`src/rtl/ctu_pkg.sv`:
```
`timescale 1ns/1ps
// ctu_pkg: shared field positions and write-select codes for the timer unit.
// Assumes 32-bit control and status registers with fixed field positions.
package ctu_pkg;
    localparam int REG_W = 32;

    // control register fields
    localparam int C_WRC_LO = 28;
    localparam int C_WIE    = 27;
    localparam int C_DIE    = 26;
    localparam int C_FIE    = 23;
    localparam int C_ARE    = 22;

    // status register fields
    localparam int S_ENW    = 31;
    localparam int S_WIS    = 30;
    localparam int S_WRS_LO = 28;
    localparam int S_DIS    = 27;
    localparam int S_FIS    = 26;
    localparam logic [REG_W-1:0] S_IMPL = 32'hFC00_0000;

    // interrupt vector order
    localparam int IRQ_N   = 3;
    localparam int IRQ_DEC = 0;
    localparam int IRQ_FIT = 1;
    localparam int IRQ_WDT = 2;

    typedef enum logic [1:0] {
        SEL_CTRL   = 2'd0,
        SEL_STAT   = 2'd1,
        SEL_DEC    = 2'd2,
        SEL_RELOAD = 2'd3
    } reg_sel_e;
endpackage

```
`src/rtl/ctu_dec.sv`:
```
`timescale 1ns/1ps
// ctu_dec: tick-driven down-counter with a deferred direct load and an
// optional reload on expiry. Assumes at most one tick per clock cycle.
module ctu_dec #(
    parameter int W = 32
) (
    input  logic         clk,
    input  logic         rst_n,
    input  logic         tick,
    input  logic         ld_cnt,
    input  logic         ld_rel,
    input  logic [W-1:0] wdata,
    input  logic         auto_rel,
    output logic [W-1:0] cnt,
    output logic         expire
);
    localparam logic [W-1:0] ONE = W'(1);

    logic         pend;
    logic [W-1:0] pend_val;
    logic [W-1:0] rel_val;

    // expiry: a tick that carries the counter from 1 down to 0
    always_comb expire = tick && !pend && (cnt == ONE);

    // counter update, applied only on ticks
    always_ff @(posedge clk) begin
        if (!rst_n) begin
            cnt <= '0;
        end else if (tick) begin
            if (pend)
                cnt <= pend_val;
            else if (expire && auto_rel)
                cnt <= rel_val;
            else if (cnt != '0)
                cnt <= cnt - ONE;
        end
    end

    // pending direct load, consumed by the next tick
    always_ff @(posedge clk) begin
        if (!rst_n) begin
            pend     <= 1'b0;
            pend_val <= '0;
        end else if (ld_cnt) begin
            pend     <= 1'b1;
            pend_val <= wdata;
        end else if (tick) begin
            pend     <= 1'b0;
        end
    end

    // reload register
    always_ff @(posedge clk) begin
        if (!rst_n)
            rel_val <= '0;
        else if (ld_rel)
            rel_val <= wdata;
    end
endmodule

```
`src/rtl/ctu_status.sv`:
```
`timescale 1ns/1ps
// ctu_status: status register with write-one-to-clear and event set. When an
// event and a clear hit the same bit, the set wins. The watchdog stages
// armed -> interrupt -> reset report.
module ctu_status
    import ctu_pkg::*;
(
    input  logic             clk,
    input  logic             rst_n,
    input  logic             clr_en,
    input  logic [REG_W-1:0] clr_mask,
    input  logic             dec_evt,
    input  logic             fit_evt,
    input  logic             wdt_evt,
    input  logic [1:0]       wrc,
    output logic [REG_W-1:0] stat
);
    logic [REG_W-1:0] set_vec;
    logic [REG_W-1:0] clr_vec;

    // bits to set this cycle from events
    always_comb begin
        set_vec          = '0;
        set_vec[S_DIS]   = dec_evt;
        set_vec[S_FIS]   = fit_evt;
        if (wdt_evt) begin
            if (!stat[S_ENW])
                set_vec[S_ENW] = 1'b1;
            else if (!stat[S_WIS])
                set_vec[S_WIS] = 1'b1;
            else if (stat[S_WRS_LO +: 2] == 2'b00)
                set_vec[S_WRS_LO +: 2] = wrc;
        end
    end

    // bits to clear this cycle from a status write
    always_comb clr_vec = clr_en ? (clr_mask & S_IMPL) : '0;

    // status register update
    always_ff @(posedge clk) begin
        if (!rst_n)
            stat <= '0;
        else
            stat <= ((stat & ~clr_vec) | set_vec) & S_IMPL;
    end
endmodule

```
`src/rtl/ctu_irq.sv`:
```
`timescale 1ns/1ps
// ctu_irq: gates each status flag with its enable to form a level interrupt.
// Assumes the flag and enable vectors are aligned index by index.
module ctu_irq #(
    parameter int N = 3
) (
    input  logic [N-1:0] flag,
    input  logic [N-1:0] en,
    output logic [N-1:0] irq
);
    for (genvar i = 0; i < N; i++) begin : g_gate
        // one interrupt line per source
        assign irq[i] = flag[i] & en[i];
    end
endmodule

```
`src/rtl/core_timer_unit.sv`:
```
`timescale 1ns/1ps
// core_timer_unit: processor timer facility. It holds the control register,
// the status register, the down-counter and its reload value, and drives
// three level interrupts. Fixed-interval and watchdog pulses are generated
// outside the block.
module core_timer_unit
    import ctu_pkg::*;
#(
    parameter int DEC_W = 32
) (
    input  logic             clk,
    input  logic             rst_n,
    input  logic             tb_tick,
    input  logic             wr_en,
    input  logic [1:0]       wr_sel,
    input  logic [REG_W-1:0] wr_data,
    input  logic             fit_evt,
    input  logic             wdt_evt,
    output logic [REG_W-1:0] ctrl_q,
    output logic [REG_W-1:0] stat_q,
    output logic [DEC_W-1:0] dec_q,
    output logic             irq_dec,
    output logic             irq_fit,
    output logic             irq_wdt
);
    logic             wr_ctrl, wr_stat, wr_cnt, wr_rel;
    logic             dec_expire;
    logic [IRQ_N-1:0] flag_v, en_v, irq_v;

    // write select decode
    always_comb begin
        wr_ctrl = wr_en && (wr_sel == SEL_CTRL);
        wr_stat = wr_en && (wr_sel == SEL_STAT);
        wr_cnt  = wr_en && (wr_sel == SEL_DEC);
        wr_rel  = wr_en && (wr_sel == SEL_RELOAD);
    end

    // control register
    always_ff @(posedge clk) begin
        if (!rst_n)
            ctrl_q <= '0;
        else if (wr_ctrl)
            ctrl_q <= wr_data;
    end

    ctu_dec #(.W(DEC_W)) u_dec (
        .clk      (clk),
        .rst_n    (rst_n),
        .tick     (tb_tick),
        .ld_cnt   (wr_cnt),
        .ld_rel   (wr_rel),
        .wdata    (wr_data[DEC_W-1:0]),
        .auto_rel (ctrl_q[C_ARE]),
        .cnt      (dec_q),
        .expire   (dec_expire)
    );

    ctu_status u_status (
        .clk      (clk),
        .rst_n    (rst_n),
        .clr_en   (wr_stat),
        .clr_mask (wr_data),
        .dec_evt  (dec_expire),
        .fit_evt  (fit_evt),
        .wdt_evt  (wdt_evt),
        .wrc      (ctrl_q[C_WRC_LO +: 2]),
        .stat     (stat_q)
    );

    // align status flags and enables for the gating stage
    always_comb begin
        flag_v[IRQ_DEC] = stat_q[S_DIS];
        flag_v[IRQ_FIT] = stat_q[S_FIS];
        flag_v[IRQ_WDT] = stat_q[S_WIS];
        en_v[IRQ_DEC]   = ctrl_q[C_DIE];
        en_v[IRQ_FIT]   = ctrl_q[C_FIE];
        en_v[IRQ_WDT]   = ctrl_q[C_WIE];
    end

    ctu_irq #(.N(IRQ_N)) u_irq (
        .flag (flag_v),
        .en   (en_v),
        .irq  (irq_v)
    );

    assign irq_dec = irq_v[IRQ_DEC];
    assign irq_fit = irq_v[IRQ_FIT];
    assign irq_wdt = irq_v[IRQ_WDT];
endmodule

```
`config.mk`:
```
export PLATFORM = sky130hd
export DESIGN_NAME = core_timer_unit
export DESIGN_NICKNAME = d
export VERILOG_FILES = /design/src/rtl/ctu_pkg.sv /design/src/rtl/ctu_dec.sv /design/src/rtl/ctu_status.sv /design/src/rtl/ctu_irq.sv /design/src/rtl/core_timer_unit.sv
export SDC_FILE = /design/constraint.sdc
export NUM_CORES = 1
export LEC_CHECK = 0
export ABC_AREA = 0
export BUFFER_PORTS_ARGS = -buffer_cell sky130_fd_sc_hd__buf_2
export CAP_MARGIN = 20
export CORE_ASPECT_RATIO = 1.25
export CORE_MARGIN = 2
export CORE_UTILIZATION = 45
export CTS_CLUSTER_SIZE = 24
export DETAILED_ROUTE_END_ITERATION = 8
export GPL_TIMING_DRIVEN = 1
export PLACE_DENSITY = 0.68
export SLEW_MARGIN = 20
export SYNTH_ARGS = -nofsm -noshare
export SYNTH_HDL_FRONTEND = slang
export SYNTH_HIERARCHICAL = 1
export SYNTH_SLANG_ARGS = --single-unit
```
`constraint.sdc`:
```
create_clock -name clk -period 8.3 [get_ports clk]
set_clock_uncertainty 0.2 [all_clocks]
set_input_delay 0.415 -clock clk [delete_from_list [all_inputs] [get_ports clk]]
set_output_delay 0.415 -clock clk [all_outputs]
set_load 0.01 [all_outputs]
```
==> qor.csv <==
metric,value,unit
Max Freq,263,MHz
wire length per cell,16.7,um
worst-path maximum fanout,30,
worst endpoint data arrival time,3.91,ns
post-DP HPWL,10.9,mm
CTS buffer count,17,
Seq cells post-synth,135,
Remaining DRCs,0,
Yosys top cell area share,41.8,%
CTS H-Tree Depth,4,
Area Growth Syn to Fin,15.9,%
post-synthesis sequential area ratio,41.8,%
status,"finished, final reports clean",
worst setup margin,4.50,ns
core area,13900,sq um
clk buf depth,2,
Reg-to-Reg Start,u_dec/cnt[16],
Final Hold Vio Count,0,
"Setup Fix Bufs, Post-CTS",0,
Yosys cell types,62,
"most common cell after layout, fill and taps aside",dfxtp_1,
synthesis warning total,6,
Crit path required time,8.41,ns
largest area contributor in the netlist,dfxtp_1,
First-pass DRT Iterations,5,
highest routed layer,met4,
Slew @ Worst Pin,1.12,ns
port bufs,112,
fin crit period,3.80,ns
synth top area cells,"dfxtp_1 42%, mux2i_1 15%, nand2_1 5.1%",
global route overflow,0,
met2 WL,8.02,mm
CP startpoint kind,register,
CP startpoint,u_dec/cnt[16],
Final #Nets,858,
TritonCTS sink count,135,
pre-CTS setup slack,4.54,ns
die height,138,um
ys async rst share,0,%
gr usage total,21.6,%
WHS,0.0609,ns
fin crit share,45.8,%
PD cells,217,nW/um^2
worst hold path type,in2reg,
"Top FF cell, synth",dfxtp_1,
CP Capture Type,register,
Post-DRT Antenna Nets,0,
Resize count post-CTS,0,
CTS root buf,clkbuf_16,
first-pass GRT wire length,26.4,mm
Fin Setup TNS,0,ns
Die Area,15300,sq um
largest net degree at the start of global routing,58,
Placer Congestion,0.837,
vias per cell,5.51,
most frequent cells in the layout,"135 x dfxtp_1, 112 x buf_2, 97 x mux2i_1",
WS Path Type,reg2reg,
unrepaired setup endpoints after global routing,false,
M1 WL,7.44,mm
Final Max Slew Viols,0,
Leak,3.05,nW
Post-synth EDFFs,0,
fin cells,1004,
maximum vdd drop,116,uV
dpl cells,971,
final antenna diode count,0,
number of max-cap violations,0,
Cells after Synth,730,
initial drt markers,307,
Cell Rows,48,
final setup vio count,0,
Detailed Route WL,16.8,mm
via count,5537,
# IOs,139,
hold_buf cts,1,
initial antenna violation count,0,
layout cells sized above 1,20.9,%
met3 WL,942,um
vias in the first global route,5089,
Hold Crit Start,wr_data[30],
Fill cells,1306,
normalized max-slew margin,25.6,%
Initial Util,46.4,%
Die W,111,um
syn_area_per_cell,8.85,sq um
CTS tree,built,
worst skew pair latency,0.42,ns
Mapped Area,6460,sq um
clock-pin slew on the worst setup and hold paths,0.06,ns
[synth_stat cells (10+ instances only)]
| library cell | count |
|---|---|
| a211o_1 | 10 |
| a21oi_1 | 48 |
| buf_4 | 28 |
| clkbuf_1 | 31 |
| dfxtp_1 | 135 |
| inv_1 | 14 |
| mux2i_1 | 97 |
| nand2_1 | 88 |
| nor2_1 | 80 |
| nor3_1 | 25 |
| o211ai_1 | 10 |
| o21ai_0 | 31 |
[registers in the layout, summed over array words and instances (netlist names)]
signal          count
u_dec/rel_val      32
u_dec/pend          1
u_dec/cnt          32
u_dec/pend_val     32
u_status/stat       6
ctrl_q             32
[per-stage QoR]
stage	total power [mW]	instance area (sq um)	util, %
after CTS	1.64	7490	53.7
after global routing	1.70	7490	53.7
final	1.63	7490	53.7
after detailed placement	0.942	6930	49.7
after floorplan	0.882	6560	-
after global placement	0.940	6930	49.7
[critical path: stages, from the launching register on]
cell,delay (ns)
dfxtp_1,0.36
or4_1,0.59
nand4b_1,0.41
or4_4,0.81
o21ai_2,0.57
buf_4,0.37
a21oi_1,0.07
o221a_2,0.29
[layer usage]
layer  GRT usage, %  up-vias
li1               -     2697
met1           27.1     2623
met2           35.5      184
met3           5.33       33
met4           9.40        0
met5              0        -
[path summary, 6_finish.rpt]
path / to / slack [ns] / cells past startpoint
setup / recovery: u_dec/cnt[21] / 4.50 / 7
hold / removal: u_status/stat[30] / 0.06 / 2
setup reg to reg: u_dec/cnt[21] / 4.50 / 7
hold reg to reg: ctrl_q[17] / 0.25 / 2
[cells by family after synthesis]
| kind of cell | share of synthesized area (%) |
|---|---|
| other | 0.0580 |
| flip-flops | 41.8 |
| AO/OA/AOI/OAI | 15.2 |
| buffers and inverters | 8.19 |
| adder cells (fa/ha/maj) | 0.387 |
| AND/OR/NAND/NOR | 17.3 |
| multiplexers | 15.0 |
| XOR/XNOR | 2.03 |
[cell type report]
type                            instances  area, sq um  share of cell area (%)
Multi-Input combinational cell        528         3340                    44.7
Sequential cell                       135         2700                    36.1
Timing Repair Buffer                  119          616                    8.22
Clock buffer                           19          453                    6.05
Tap cell                              175          219                    2.92
Clock inverter                         13         96.3                    1.29
Inverter                               15         56.3                   0.752
[power by group]
group	internal [mW]	switching (mW)	total, mW	leakage [nW]
clock	0.399	0.297	0.696	0.270
sequential	0.678	0.0281	0.706	1.10
combinational	0.0890	0.136	0.225	1.68
(Power assumes the default switching activity.)
